==> config.mk <==
export PLATFORM = sky130hd
export DESIGN_NAME = shtr_ctrl
export DESIGN_NICKNAME = d
export VERILOG_FILES = /design/src/rtl/shtr_pkg.sv /design/src/rtl/shtr_code_decode.sv /design/src/rtl/shtr_frame_seq.sv /design/src/rtl/shtr_str_gen.sv /design/src/rtl/shtr_ctrl.sv
export SDC_FILE = /design/constraint.sdc
export NUM_CORES = 1
export LEC_CHECK = 0
export BUFFER_PORTS_ARGS = -buffer_cell sky130_fd_sc_hd__buf_2
export CORE_MARGIN = 4
export CORE_UTILIZATION = 30
export CTS_BUF_LIST = sky130_fd_sc_hd__clkbuf_4
export CTS_CLUSTER_DIAMETER = 30
export DETAILED_ROUTE_END_ITERATION = 10
export GPL_TIMING_DRIVEN = 0
export HOLD_SLACK_MARGIN = 0.02
export PLACE_DENSITY = 0.48
export SLEW_MARGIN = 20
export SYNTH_ARGS = -nofsm -noshare
export SYNTH_HDL_FRONTEND = slang
export SYNTH_SLANG_ARGS = --single-unit
==> constraint.sdc <==
create_clock -name clk -period 2.55 [get_ports clk]
set_input_delay 0.255 -clock clk [delete_from_list [all_inputs] [get_ports clk]]
set_output_delay 0.255 -clock clk [all_outputs]
set_load 0.03 [all_outputs]
==> src/rtl/shtr_pkg.sv <==
package shtr_pkg;
  typedef enum logic [1:0] {
    SH_OFF  = 2'd0,
    SH_LINE = 2'd1,
    SH_LONG = 2'd2
  } sh_mode_e;
endpackage

==> src/rtl/shtr_code_decode.sv <==
module shtr_code_decode
  import shtr_pkg::*;
#(
  parameter int CODE_W          = 10,
  parameter int LINE_W          = 10,
  parameter int LINES_PER_FRAME = 525,
  parameter int FRM_W           = 4
) (
  input  logic [CODE_W-1:0] code,
  output sh_mode_e          mode,
  output logic [LINE_W-1:0] target_line,
  output logic [FRM_W:0]    frames
);
  localparam int FW = FRM_W + 1;
  localparam logic [CODE_W-1:0] MAX_LINE_CODE = CODE_W'(LINES_PER_FRAME - 2);

  logic is_line, is_long;

  // line mode: any non-zero code up to frame length minus two
  assign is_line = (code != '0) && (code <= MAX_LINE_CODE);
  // long mode: top two bits set, middle bits clear, nibble non-zero
  assign is_long = (code[CODE_W-1 -: 2] == 2'b11) &&
                   (code[CODE_W-3:FRM_W] == '0) &&
                   (code[FRM_W-1:0] != '0);

  always_comb begin
    mode        = SH_OFF;
    target_line = '0;
    frames      = FW'(1);
    if (is_line) begin
      mode        = SH_LINE;
      target_line = LINE_W'(LINES_PER_FRAME - 1 - int'(code));
    end else if (is_long) begin
      mode   = SH_LONG;
      frames = FW'(code[FRM_W-1:0]) + FW'(1);
    end
  end
endmodule

==> src/rtl/shtr_frame_seq.sv <==
module shtr_frame_seq
  import shtr_pkg::*;
#(
  parameter int CODE_W = 10,
  parameter int LINE_W = 10,
  parameter int FRM_W  = 4
) (
  input  logic              clk,
  input  logic              rst_n,
  input  logic              frame_start,
  input  logic [CODE_W-1:0] code_in,
  input  sh_mode_e          dec_mode,
  input  logic [LINE_W-1:0] dec_target,
  input  logic [FRM_W:0]    dec_frames,
  output sh_mode_e          eff_mode,
  output logic [LINE_W-1:0] eff_target,
  output logic [FRM_W:0]    eff_frames,
  output logic [FRM_W:0]    eff_fcnt,
  output sh_mode_e          held_mode,
  output logic              frame_valid
);
  localparam int FW = FRM_W + 1;

  sh_mode_e          mode_q;
  logic [LINE_W-1:0] target_q;
  logic [FW-1:0]     frames_q;
  logic [FW-1:0]     fcnt_q;
  logic [CODE_W-1:0] code_q;
  logic [FW-1:0]     fcnt_nx;
  logic              code_chg;

  assign code_chg = (code_in != code_q);

  always_comb begin
    if (code_chg || dec_mode != SH_LONG) fcnt_nx = FW'(1);
    else if (fcnt_q >= frames_q)         fcnt_nx = FW'(1);
    else                                 fcnt_nx = fcnt_q + FW'(1);
  end

  // a boundary applies the freshly decoded code within its own cycle
  assign eff_mode   = frame_start ? dec_mode   : mode_q;
  assign eff_target = frame_start ? dec_target : target_q;
  assign eff_frames = frame_start ? dec_frames : frames_q;
  assign eff_fcnt   = frame_start ? fcnt_nx    : fcnt_q;
  assign held_mode  = mode_q;

  // the frame now closing was usable unless it sat inside a long cycle
  assign frame_valid = frame_start && ((mode_q != SH_LONG) || (fcnt_q == frames_q));

  always_ff @(posedge clk or negedge rst_n) begin
    if (!rst_n) begin
      mode_q   <= SH_OFF;
      target_q <= '0;
      frames_q <= FW'(1);
      fcnt_q   <= FW'(1);
      code_q   <= '0;
    end else if (frame_start) begin
      mode_q   <= dec_mode;
      target_q <= dec_target;
      frames_q <= dec_frames;
      fcnt_q   <= fcnt_nx;
      code_q   <= code_in;
    end
  end
endmodule

==> src/rtl/shtr_str_gen.sv <==
module shtr_str_gen
  import shtr_pkg::*;
#(
  parameter int LINE_W        = 10,
  parameter int FRM_W         = 4,
  parameter int LONG_STR_LINE = 1
) (
  input  sh_mode_e          mode,
  input  logic [LINE_W-1:0] target,
  input  logic [FRM_W:0]    fcnt,
  input  logic [LINE_W-1:0] line_idx,
  output logic              str
);
  localparam logic [LINE_W-1:0] LONG_LINE = LINE_W'(LONG_STR_LINE);
  localparam logic [FRM_W:0]    FIRST_FRM = (FRM_W + 1)'(1);

  logic line_hit, long_hit;

  assign line_hit = (mode == SH_LINE) && (line_idx == target);
  assign long_hit = (mode == SH_LONG) && (fcnt == FIRST_FRM) && (line_idx == LONG_LINE);
  assign str      = line_hit || long_hit;
endmodule

==> src/rtl/shtr_ctrl.sv <==
module shtr_ctrl
  import shtr_pkg::*;
#(
  parameter int CODE_W          = 10,
  parameter int LINE_W          = 10,
  parameter int LINES_PER_FRAME = 525,
  parameter int FRM_W           = 4,
  parameter int LONG_STR_LINE   = 1
) (
  input  logic              clk,
  input  logic              rst_n,
  input  logic [CODE_W-1:0] shutter_code,
  input  logic [LINE_W-1:0] line_idx,
  input  logic              frame_start,
  output logic              str_o,
  output logic              frame_valid_o,
  output logic              clamp_off_o
);
  sh_mode_e          dec_mode, eff_mode, held_mode;
  logic [LINE_W-1:0] dec_target, eff_target;
  logic [FRM_W:0]    dec_frames, eff_frames, eff_fcnt;

  shtr_code_decode #(
    .CODE_W(CODE_W), .LINE_W(LINE_W),
    .LINES_PER_FRAME(LINES_PER_FRAME), .FRM_W(FRM_W)
  ) u_dec (
    .code(shutter_code), .mode(dec_mode),
    .target_line(dec_target), .frames(dec_frames)
  );

  shtr_frame_seq #(
    .CODE_W(CODE_W), .LINE_W(LINE_W), .FRM_W(FRM_W)
  ) u_seq (
    .clk(clk), .rst_n(rst_n), .frame_start(frame_start),
    .code_in(shutter_code), .dec_mode(dec_mode),
    .dec_target(dec_target), .dec_frames(dec_frames),
    .eff_mode(eff_mode), .eff_target(eff_target),
    .eff_frames(eff_frames), .eff_fcnt(eff_fcnt),
    .held_mode(held_mode), .frame_valid(frame_valid_o)
  );

  shtr_str_gen #(
    .LINE_W(LINE_W), .FRM_W(FRM_W), .LONG_STR_LINE(LONG_STR_LINE)
  ) u_str (
    .mode(eff_mode), .target(eff_target), .fcnt(eff_fcnt),
    .line_idx(line_idx), .str(str_o)
  );

  assign clamp_off_o = (eff_mode == SH_LONG);
endmodule

==> impl_results.md <==
* Drt wl/cell at 15.3 um
* Yosys top cell area share at 0.355
* WL final at 5460 um
* First-pass GRT wire length at 9070 um
* Via/cell ratio at 5.00
* Count leader, synth: dfrtp_1
* Core footprint at 6830 sq um
* Asr flop ratio synth at 1.00
* Synth area leader: dfrtp_1
* Setup TNS at -137 ps
* Maxcap violations at 0
* CTS clk-pin slew, worst paths at 110 ps
* Mapped Area at 2110 sq um
* Post-synth EDFFs at 0
* Mean post-synth cell area at 9.44 sq um
* Die area at 8460 sq um
* Top post-synthesis cells by count: 30 x dfrtp_1, 19 x nand2_1, 18 x inv_1, 16 x nor2_1, 15 x xnor2_1
* Die extent in x at 92.0 um
* Post-DP HPWL at 4030 um
* Initial antenna violation count at 0
* DIE HEIGHT at 92.0 um
* Synth top area cells: dfrtp_1 36%, xnor2_1 6.2%, mux2_2 5.3%, ha_1 4.7%, xor2_1 4.6%
* Syn Inst Count at 224
* Worst Hold Endpoint: u_seq.code_q[4]
* Antenna cells at 0
* GR Util All Layers at 0.136
* Setup violations, final at 1
* HP Class: in -> reg
* Crit-path max FO at 2
* CTS tree: built
* Max IR drop VDD at 0.000177 V
* Worst Path Required at 2300 ps
* PwrDens at 436 nW/um^2
* Largest net degree at the start of global routing at 33
* Min Clock Period, post-route at 2690 ps
* Final Hold Fails at 0
* Final nets at 291
* Max-slew violations at 0
* R2r worst-path depth at 10
* Tcrit/Tclk final at 1.05
* CTS buffer count at 5
* FILL cells at 744
* Slew of the pin with the lowest slew margin at 769 ps
* Violated checks: negative setup slack
* Layout cells sized above 1 at 0.253
* Leak at 1.04 nW
* Fmax at 0.372 GHz
* Pwr Total at 0.00109 W
* RR Startpoint: u_seq.fcnt_q[0]
* Rel. slew slack at 0.488
* Drt first pass iters at 4
* Skew final at 6.61 ps
* Status: finished with violations
* Clk_lat worst skew at 340 ps
* Ys flop type: dfrtp_1
* Port Buffers at 20
* Syn-to-layout area delta at 18.7%
* CP Capture Type: output port
* Routability cong. at 0.826
* Hold Crit Start: shutter_code[4]
* Initial Util at 0.310
* FF-to-FF setup slack at 340 ps
* Worst EP arrival at 2430 ps
* GR Overflow Total at 0
* Initial DRC count at 85
* Core Rows at 30
* Clock Sinks at 32
* Reg-to-Reg End: u_seq.fcnt_q[4]
* Deepest clock path buffer count at 2
* Crit start category: flop
* Kind of critical path: reg -> out
* Root Buffer: clkbuf_4
* Register area share after synthesis at 0.380
* Core Util, Final at 0.367
* Vias in the first global route at 1770
* Worst hold stages at 2
* Syn_nets at 255
* H-tree depth at 2
* Post-synth cell types at 54
* # DRC at 0
* I/O pin cnt at 26
* Via count at 1785
* Hold slack at 260 ps
* RSZ-0062 raised after global routing: true
* Final worst slack at -137 ps
* Synth Register Bits at 32
* DRT antenna net count at 0
* Yosys warnings at 0
==> power by group <==
part           total (W)  internal (W)  switching (W)
logic           0.000229     0.0000961       0.000133
registers       0.000559      0.000539      0.0000199
clock network   0.000305      0.000116       0.000190
total            0.00109      0.000751       0.000342
==> cells by family after synthesis <==
kind of cell,after synthesis,synth area share
xor+xnor,26,0.108
flops,32,0.380
simple gates,67,0.167
fa+ha+maj,8,0.0473
compound gates,52,0.187
buf+inv,28,0.0527
mux,11,0.0580
==> what timing repair did <==
action | CTS | global route
pin swaps | 8 | 3
endpoints found under the hold margin | 30 | 0
hold buffers | 1 | 0
endpoints found under the setup margin | 1 | 1
setup buffers | 7 | 1
gates resized for setup | 7 | 3
==> critical path, stage by stage, from the launching register on <==
cell and delay [ps]:
dfstp_2 560, inv_2 50, ha_4 210, inv_2 60
a21oi_2 50, nor4_2 210, nand4_1 170, o21a_1 210
o211ai_1 280, o41ai_2 130, buf_4 180
==> worst max-delay path by stage <==
| stage | to | from | slack, ps |
|---|---|---|---|
| final | str_o | u_seq.fcnt_q[0] | -140 |
| after global routing | str_o | u_seq.fcnt_q[0] | -280 |
| after CTS | str_o | u_seq.fcnt_q[0] | -200 |
| after floorplan | str_o | shutter_code[4] | 50 |
| after detailed placement | str_o | u_seq.fcnt_q[0] | -210 |
| after global placement | str_o | u_seq.fcnt_q[0] | -220 |
==> area by class of cell <==
type                       instances  area, sq um  area share
sequential                        32          805       0.321
timing repair buffer              29          173      0.0688
inverter                          18         67.6      0.0269
tap                               96          120      0.0479
clock inverter                     2         11.3     0.00449
multi-input combinational        164         1240       0.496
clock buffer                       6         45.0      0.0179
buffer                            10         43.8      0.0174
==> registers in the layout, summed over array words and instances (netlist names) <==
register and count:
u_seq.fcnt_q 5, u_seq.target_q 10, u_seq.code_q 10, u_seq.frames_q 5, u_seq.held_mode 2
==> layout by cell type (no fill, tap or decap), drive strengths merged, types with 4 or more instances in the layout <==
cell type	n
o2bb2ai	5
nor4	6
dfrtp	30
xor2	11
nand4	5
nor2b	4
clkbuf	12
buf	32
inv	18
nand2	19
ha	8
nor2	17
o21ai	13
nand3	8
mux2	10
a21oi	6
xnor2	15
==> per-stage QoR <==
stage	setup slack [ps]	cell area (sq um)	instances
detailed placement	-206	2330	340
global placement	-218	2330	340
global route	-282	2510	357
floorplan	45.8	2110	224
finish	-137	2510	357
CTS	-203	2490	356
==> per-layer routing <==
| layer | vias to the layer above | routed length, um | global-route usage |
|---|---|---|---|
| met5 | - | 0 | 0 |
| met3 | 4 | 167 | 0.0287 |
| li1 | 875 | - | - |
| met1 | 876 | 2710 | 0.188 |
| met2 | 30 | 2530 | 0.214 |
| met4 | 0 | 51 | 0.0384 |
(Power assumes the default switching activity.)
